**config.mk**
```make
export PLATFORM = sky130hd
export DESIGN_NAME = dac_serial_if
export DESIGN_NICKNAME = d
export VERILOG_FILES = /design/src/rtl/dsif_pkg.sv /design/src/rtl/dsif_sync.sv /design/src/rtl/dsif_edge.sv /design/src/rtl/dsif_shift.sv /design/src/rtl/dac_serial_if.sv
export SDC_FILE = /design/constraint.sdc
export NUM_CORES = 1
export LEC_CHECK = 0
export CAP_MARGIN = 20
export CORE_MARGIN = 1
export CORE_UTILIZATION = 39
export CTS_BUF_LIST = sky130_fd_sc_hd__clkbuf_16
export DETAILED_ROUTE_END_ITERATION = 8
export GPL_TIMING_DRIVEN = 1
export SLEW_MARGIN = 10
export SYNTH_ARGS = -nofsm -noshare
export SYNTH_HDL_FRONTEND = slang
export SYNTH_SLANG_ARGS = --single-unit
```
**constraint.sdc**
```tcl
create_clock -name clk_i -period 5.1 [get_ports clk_i]
set_clock_uncertainty 0.1 [all_clocks]
set_input_delay 0.765 -clock clk_i [delete_from_list [all_inputs] [get_ports clk_i]]
set_output_delay 0.765 -clock clk_i [all_outputs]
set_load 0.05 [all_outputs]
```
**src/rtl/dsif_pkg.sv**
```systemverilog
package dsif_pkg;
  localparam int unsigned SYNC_DEPTH = 2;
  localparam int unsigned PIN_W      = 3;

  typedef struct packed {
    logic sel_n;
    logic sclk;
    logic sdata;
  } pins_t;

  // select idles high, clock and data idle low
  localparam pins_t PINS_IDLE = '{sel_n: 1'b1, sclk: 1'b0, sdata: 1'b0};
endpackage

```
**src/rtl/dsif_sync.sv**
```systemverilog
module dsif_sync #(
  parameter int unsigned W     = 3,
  parameter int unsigned DEPTH = 2,
  parameter logic [W-1:0] RST_VAL = '0
) (
  input  logic         clk_i,
  input  logic         rst_ni,
  input  logic [W-1:0] d_i,
  output logic [W-1:0] q_o
);
  logic [W-1:0] st_q [DEPTH];

  for (genvar s = 0; s < DEPTH; s++) begin : g_stage
    always_ff @(posedge clk_i or negedge rst_ni) begin
      if (!rst_ni)  st_q[s] <= RST_VAL;
      else if (s == 0) st_q[s] <= d_i;
      else          st_q[s] <= st_q[(s == 0) ? 0 : s-1];
    end
  end

  assign q_o = st_q[DEPTH-1];
endmodule

```
**src/rtl/dsif_edge.sv**
```systemverilog
module dsif_edge #(
  parameter int unsigned W = 3,
  parameter logic [W-1:0] RST_VAL = '0
) (
  input  logic         clk_i,
  input  logic         rst_ni,
  input  logic [W-1:0] lvl_i,
  output logic [W-1:0] rise_o,
  output logic [W-1:0] fall_o
);
  logic [W-1:0] prev_q;

  always_ff @(posedge clk_i or negedge rst_ni) begin
    if (!rst_ni) prev_q <= RST_VAL;
    else         prev_q <= lvl_i;
  end

  assign rise_o = lvl_i & ~prev_q;
  assign fall_o = ~lvl_i & prev_q;
endmodule

```
**src/rtl/dsif_shift.sv**
```systemverilog
module dsif_shift #(
  parameter int unsigned N     = 16,
  parameter int unsigned CNT_W = $clog2(N + 1)
) (
  input  logic             clk_i,
  input  logic             rst_ni,
  input  logic             frame_start_i,
  input  logic             shift_en_i,
  input  logic             bit_i,
  output logic [N-1:0]     word_o,
  output logic [CNT_W-1:0] cnt_o
);
  localparam logic [CNT_W-1:0] CNT_MAX = CNT_W'(N);

  logic [N-1:0]     word_q;
  logic [CNT_W-1:0] cnt_q;

  always_ff @(posedge clk_i or negedge rst_ni) begin
    if (!rst_ni) begin
      word_q <= '0;
      cnt_q  <= '0;
    end else begin
      if (shift_en_i) word_q <= {word_q[N-2:0], bit_i};
      if (frame_start_i)
        cnt_q <= shift_en_i ? CNT_W'(1) : '0;
      else if (shift_en_i && cnt_q != CNT_MAX)
        cnt_q <= cnt_q + CNT_W'(1);
    end
  end

  assign word_o = word_q;
  assign cnt_o  = cnt_q;

  a_r3_cnt_bounded: assert property (@(posedge clk_i) disable iff (!rst_ni)
    cnt_q <= CNT_MAX);
endmodule

```
**src/rtl/dac_serial_if.sv**
```systemverilog
module dac_serial_if #(
  parameter int unsigned CODE_W = 16
) (
  input  logic              clk_i,
  input  logic              rst_ni,
  input  logic              sel_ni,
  input  logic              sclk_i,
  input  logic              sdata_i,
  output logic [CODE_W-1:0] code_o,
  output logic              update_o,
  output logic              short_frame_o
);
  import dsif_pkg::*;

  localparam int unsigned CNT_W = $clog2(CODE_W + 1);
  localparam logic [CNT_W-1:0] FULL_CNT = CNT_W'(CODE_W);

  pins_t raw, syn, rise, fall;
  logic [CODE_W-1:0] word;
  logic [CNT_W-1:0]  cnt;
  logic              shift_en;
  logic [CODE_W-1:0] code_q;
  logic              update_q, short_q;

  assign raw = '{sel_n: sel_ni, sclk: sclk_i, sdata: sdata_i};

  dsif_sync #(.W(PIN_W), .DEPTH(SYNC_DEPTH), .RST_VAL(PINS_IDLE)) u_sync (
    .clk_i (clk_i), .rst_ni(rst_ni), .d_i(raw), .q_o(syn)
  );

  dsif_edge #(.W(PIN_W), .RST_VAL(PINS_IDLE)) u_edge (
    .clk_i (clk_i), .rst_ni(rst_ni), .lvl_i(syn), .rise_o(rise), .fall_o(fall)
  );

  assign shift_en = rise.sclk & ~syn.sel_n;

  dsif_shift #(.N(CODE_W), .CNT_W(CNT_W)) u_shift (
    .clk_i        (clk_i),
    .rst_ni       (rst_ni),
    .frame_start_i(fall.sel_n),
    .shift_en_i   (shift_en),
    .bit_i        (syn.sdata),
    .word_o       (word),
    .cnt_o        (cnt)
  );

  always_ff @(posedge clk_i or negedge rst_ni) begin
    if (!rst_ni) begin
      code_q   <= '0;
      update_q <= 1'b0;
      short_q  <= 1'b0;
    end else begin
      update_q <= rise.sel_n;
      short_q  <= rise.sel_n && (cnt < FULL_CNT);
      if (rise.sel_n) code_q <= word;
    end
  end

  assign code_o        = code_q;
  assign update_o      = update_q;
  assign short_frame_o = short_q;

  a_r4_code_moves_with_strobe: assert property (@(posedge clk_i) disable iff (!rst_ni)
    (code_q != $past(code_q)) |-> update_q);

  a_r7_strobe_single: assert property (@(posedge clk_i) disable iff (!rst_ni)
    update_q |=> !update_q);

  a_r8_short_needs_strobe: assert property (@(posedge clk_i) disable iff (!rst_ni)
    short_q |-> update_q);

  a_r5_hold_when_deselected: assert property (@(posedge clk_i) disable iff (!rst_ni)
    syn.sel_n |=> $stable(word));
endmodule

```
==> results of run 1 <==
## cells in the mapped netlist
cell type / count
a21oi_1: 4
a221oi_1: 1
buf_2: 3
clkbuf_2: 1
dfrtp_1: 44
dfstp_2: 3
ha_1: 2
inv_1: 3
mux2_2: 32
nand2_1: 2
nand3_1: 1
nand4bb_1: 1
nor2b_1: 3
nor3b_2: 1
nor4_1: 1
nor4bb_1: 1
o21ai_0: 5
or3_1: 2
or3b_1: 1
or4_1: 1
or4bb_1: 1
## flip-flops by register name, indices dropped and copies added (netlist names)
name / cells
u_sync.st_q: 3
short_frame_o: 1
update_o: 1
u_shift.word_o: 16
u_sync.q_o: 3
u_edge.prev_q: 2
code_o: 16
u_shift.cnt_o: 5
## routing by layer
| metal | routed length (um) | vias to the layer above | global-route usage [%] |
|---|---|---|---|
| met2 | 1271 | 22 | 20.17 |
| li1 | - | 455 | - |
| met3 | 131 | 5 | 4.942 |
| met4 | 30 | 0 | 4.308 |
| met5 | 0 | - | 0 |
| met1 | 1309 | 493 | 16.20 |
## cells in the final DEF (no fill, tap or decap), drive strengths merged
master / Yosys / layout
nor4bb: 1 / 1
clkinv: 0 / 1
clkbuf: 1 / 5
clkdlybuf4s50: 0 / 21
nand3: 1 / 1
buf: 3 / 4
or4bb: 1 / 1
a221oi: 1 / 1
a21oi: 4 / 4
nor4: 1 / 1
o21ai: 5 / 5
nor3b: 1 / 1
or3b: 1 / 1
inv: 3 / 5
dfstp: 3 / 3
or3: 2 / 2
nand2: 2 / 2
nor2b: 3 / 3
or4: 1 / 1
dfrtp: 44 / 44
ha: 2 / 2
mux2: 32 / 32
nand4bb: 1 / 1
## metrics by stage
stage	area [sq um]	std cells
3_3_place_gp	2037	185
3_5_place_dp	2037	185
4_1_cts	2175	193
5_1_grt	2195	194
6_report	2195	194
2_1_floorplan	1762	113
## area by class of cell
| type | instances | area (sq um) | share of cell area [%] |
|---|---|---|---|
| clock buffers | 5 | 125.1 | 5.701 |
| clock inverters | 3 | 12.51 | 0.5701 |
| inverters | 3 | 11.26 | 0.5131 |
| multi-input cells | 59 | 550.5 | 25.09 |
| flip-flops and latches | 47 | 1180 | 53.76 |
| well taps | 52 | 65.06 | 2.965 |
| repair buffers | 25 | 250.2 | 11.40 |
## power by group
part	leakage, nW	internal, W	switching [W]
registers	0.607	0.000441	0.0000414
clock network	0.0762	0.000177	0.000119
logic	0.310	0.000108	0.000156
## worst max-delay path by stage
| stage | from | end | slack, ns | depth (start not counted) |
|---|---|---|---|---|
| 5_1_grt | code_o[14] | code_o[14] | 2.75 | 1 |
| 3_3_place_gp | code_o[7] | code_o[7] | 3.09 | 1 |
| 3_5_place_dp | u_sync.q_o[2] | code_o[15] | 3.05 | 3 |
| 2_1_floorplan | u_sync.q_o[2] | u_shift.cnt_o[2] | 3.46 | 4 |
| 6_report | code_o[6] | code_o[6] | 2.79 | 1 |
| 4_1_cts | code_o[6] | code_o[6] | 2.78 | 1 |
## logic make-up (layout without fill, tap and decap cells)
family          Yosys count  in the layout  synth area share, %
fa+ha+maj                 2              2                1.420
simple gates             15             15                6.321
buf+inv                   7             36                1.775
compound gates           10             10                3.054
flops                    47             47                66.97
mux                      32             32                20.45
==> results.txt, run 1 <==
status: completed
DIE AREA: 4790 sq um
slowest cell on the critical path: clkdlybuf4s50_1
Yosys reg bits: 47
r2r setup slk: 3.09 ns
drt total wl: 2.742 mm
Worst Hold Depth: 0
postcts setup bufs: 0
CP bufs+invs: 1
initial antenna violation count: 0
TritonRoute pass-1 iters: 4
io pins: 23
HPWL after detailed placement: 1.787 mm
FF-to-FF Start: u_sync.q_o[2]
global-route wire length before repair: 4.795 mm
Mean Syn Cell Area: 15.59 sq um
hold buffer count at CTS: 0
PortBufs: 22
post-synth top area share: 62.50%
final worst setup slack: 2.789 ns
fill count: 378
largest net degree at the start of global routing: 48
post-cts resize count: 0
number of diodes: 0
max_slew headroom: 55.21%
vias per cell: 5.026
GP Congestion: 0.7136
Worst-Margin Slew: 0.6705 ns
Unique masters post-synth: 21
Final Util: 50.40%
Clock Path Buffers: 2
share of layout cells above drive strength 1: 32.39%
clock slew at reported path FFs: 0.06 ns
worst r2r path cells: 3
min cycle time layout: 2.311 ns
Initial Utilization: 40.46%
Post-Syn Area: 1762 sq um
unrepaired setup endpoints after global routing: false
leading post-synthesis cells by cell area: dfrtp_1 63%, mux2_2 20%, dfstp_2 4.5%
Final Hold Fails: 0
reg2reg end: code_o[11]
Top delay family on crit path: buffers and inverters
H-tree Lvls: 2
worst vdd ir: 0.2883 mV
Startpoint Class: flip-flop
Die Y: 69.21 um
Final Max Tran Viols: 0
Final setup viols: 0
vias in the first global route: 1057
Design Power: 0.001042 W
maxcap violations: 0
cts bufs inserted: 5
# nets final: 148
Tcrit/Tclk final: 45.31%
YS warnings: 0
Hold Path Origin: u_sync.st_q[3]
gr usage total: 12.80%
Seq/Total Area, Yosys: 66.97%
clock latency on the worst-skew pair: 0.28 ns
CTS tree: yes
Routed Antenna Nets: 0
Vias: 975
Setup Total Neg Slack: 0 ns
Min-Delay Endpoint: u_sync.q_o[0]
Yosys top cell by area: dfrtp_1
P&R area growth vs syn: 24.57%
CTS sink cnt: 47
Post-Syn Nets: 120
GRT overflow: 0
fmax: 432.8 MHz
WL/cell: 14.13 um
chip width: 69.21 um
critical path, cell by cell: clkdlybuf4s50_1
Setup CP Type: reg2out
dpl ws: 3.048 ns
Worst Hold Slack: 0.2525 ns
Worst Path Max Fanout: 2
PD cells: 474.8 nW/um^2
Crit. End Element: output pin
HP Class: reg2reg
drt initial violations: 40
num rows: 24
Cells after Synth: 113
max incr delay on CP: 0.81 ns
WP data required: 4.24 ns
static leakage: 0.9931 nW
drt drc: 0
WP data arrival: 1.45 ns
CORE AREA: 4354 sq um
clock root cell: clkbuf_16
Note: power is estimated with default switching activity, not from simulation.
==> run 2, diff against run 1 <==
==> constraint.sdc (replaced) <==
create_clock -name clk_i -period 2.4 [get_ports clk_i]
set_clock_uncertainty 0.1 [all_clocks]
set_input_delay 0.36 -clock clk_i [delete_from_list [all_inputs] [get_ports clk_i]]
set_output_delay 0.36 -clock clk_i [all_outputs]
set_load 0.05 [all_outputs]
==> run 2 against run 1 <==
  * Sequential power rose by 110%
  * First-iteration DRC count rose by 23%
  * Critical path depth did not move
  * Utilization rose by 0.37 points
  * Sequential share of layout area fell by 0.40 points
  * Setup slack got worse by 2.3 ns
  * Global-route usage rose by 1.8 points
  * Critical endpoint is now code_o[5]
  * Largest power group unchanged
  * Highest routed layer unchanged
==> results.txt, run 2 (synthesized netlist as in run 1, its figures left out) <==
status: completed
Final setup viols: 0
Post-DP Area: 2064 sq um
H-tree Lvls: 2
WL/cell: 14.44 um
commonest non-fill, non-tap cells in the layout: 44 x dfrtp_1, 32 x mux2_2, 21 x clkdlybuf4s50_1, 6 x inv_1
WP data required: 1.94 ns
clock root cell: clkbuf_16
PortBufs: 22
unrepaired setup endpoints after global routing: false
share of layout cells above drive strength 1: 31.94%
max_slew headroom: 63.51%
Routed Antenna Nets: 0
post-route cell area: 2211 sq um
TritonRoute pass-1 iters: 4
Setup CP Type: reg2out
CTS tree: yes
io pins: 23
min cycle time layout: 1.909 ns
initial antenna violation count: 0
Setup Total Neg Slack: 0 ns
worst vdd ir: 0.6001 mV
CTS sink cnt: 47
Top delay family on crit path: buffers and inverters
CORE AREA: 4354 sq um
global-route wire length before repair: 5.216 mm
post-cts resize count: 0
Vias: 995
HP Class: reg2reg
GRT overflow: 0
drt total wl: 2.831 mm
postcts setup bufs: 0
P_sw: 0.0006900 W
Tcrit/Tclk final: 79.55%
Final Util: 50.78%
cts bufs inserted: 5
most common cell after layout, fill and taps aside: dfrtp_1
Pint: 0.001542 W
Worst-Margin Slew: 0.5473 ns
fmax: 523.8 MHz
Final Max Tran Viols: 0
clock latency on the worst-skew pair: 0.29 ns
P&R area growth vs syn: 25.50%
Combinational Power Share: 25.2%
# nets final: 150
HPWL after detailed placement: 1.932 mm
Clock Path Buffers: 2
Startpoint Class: flip-flop
gr usage total: 14.64%
PD cells: 1010 nW/um^2
Worst Path Max Fanout: 2
GP Congestion: 0.8155
Initial Utilization: 40.46%
largest net degree at the start of global routing: 25
Worst Hold Slack: 0.2512 ns
Switching Fraction: 30.91%
vias in the first global route: 1096
critical path, cell by cell: clkdlybuf4s50_1
drt drc: 0
clock slew at reported path FFs: 0.06 ns
fill count: 361
Design Power: 0.002232 W
static leakage: 1.004 nW
DIE AREA: 4790 sq um
maxcap violations: 0
number of diodes: 0
Crit. End Element: output pin
Die Y: 69.21 um
clock power share: 28.9%
num rows: 24
max incr delay on CP: 0.81 ns
chip width: 69.21 um
drt initial violations: 49
slowest cell on the critical path: clkdlybuf4s50_1
Seq pwr share: 45.9%
vias per cell: 5.077
WP data arrival: 1.45 ns
Final Hold Fails: 0
CP bufs+invs: 1
run 2: cell count changes in the layout (fill, tap and decap cells not counted), sizes merged:
cell,before,now
clkinv,1,0
inv,5,6
buf,4,5
dlygate4sd3,0,1
run 2: through the flow:
step	std cells	worst slack, ns
floorplan	113	0.7640
global placement	187	0.7523
detailed placement	187	0.6762
CTS	196	0.4812
global route	196	0.4521
finish	196	0.4908
run 2: worst paths after layout:
check,startpoint,to,cells past startpoint,slack (ns)
worst min register to register,u_sync.st_q[5],u_sync.q_o[2],0,0.25
max in group asynchronous,rst_ni,u_sync.st_q[5],3,1.12
min in group asynchronous,rst_ni,u_shift.cnt_o[4],2,0.49
worst max register to register,u_sync.q_o[2],u_shift.cnt_o[2],3,0.68
worst min-delay path,u_sync.st_q[5],u_sync.q_o[2],0,0.25
worst max-delay path,code_o[5],code_o[5],1,0.49
run 2: repair_timing:
action	in CTS	in global routing
endpoints found under the setup margin	0	0
endpoints found under the hold margin	23	0
hold buffers	1	0
run 2: layout make-up:
class                           instances  area [sq um]  share of cell area [%]
Clock buffer                            5         125.1                   5.659
Clock inverter                          3         11.26                  0.5093
Multi-Input combinational cell         59         550.5                   24.90
Tap cell                               52         65.06                   2.943
Timing Repair Buffer                   27         267.8                   12.11
Inverter                                3         11.26                  0.5093
Sequential cell                        47          1180                   53.37
run 2: per-layer routing:
layer  share of wire [%]  global-route usage [%]  vias to the layer above
met1                  43                   17.60                      506
met4                 3.0                   11.56                        0
li1                    -                       -                      458
met3                 4.1                   3.488                        8
met5                   0                       0                        -
met2                  50                   22.55                       23
run 2: power groups by stage:
stage	sequential, W	combinational, W	clock, W
3_5_place_dp	0.00104	0.000567	0
5_1_grt	0.00105	0.000599	0.000700
2_1_floorplan	0.00125	0.000147	0
6_report	0.00102	0.000563	0.000644
4_1_cts	0.00103	0.000571	0.000659
3_3_place_gp	0.00103	0.000560	0
run 2: worst reg2reg max path, stage by stage, from the launching register on:
cell	delay, ns
dfstp_2	0.39
or3b_1	0.49
or4_1	0.51
a21oi_1	0.16
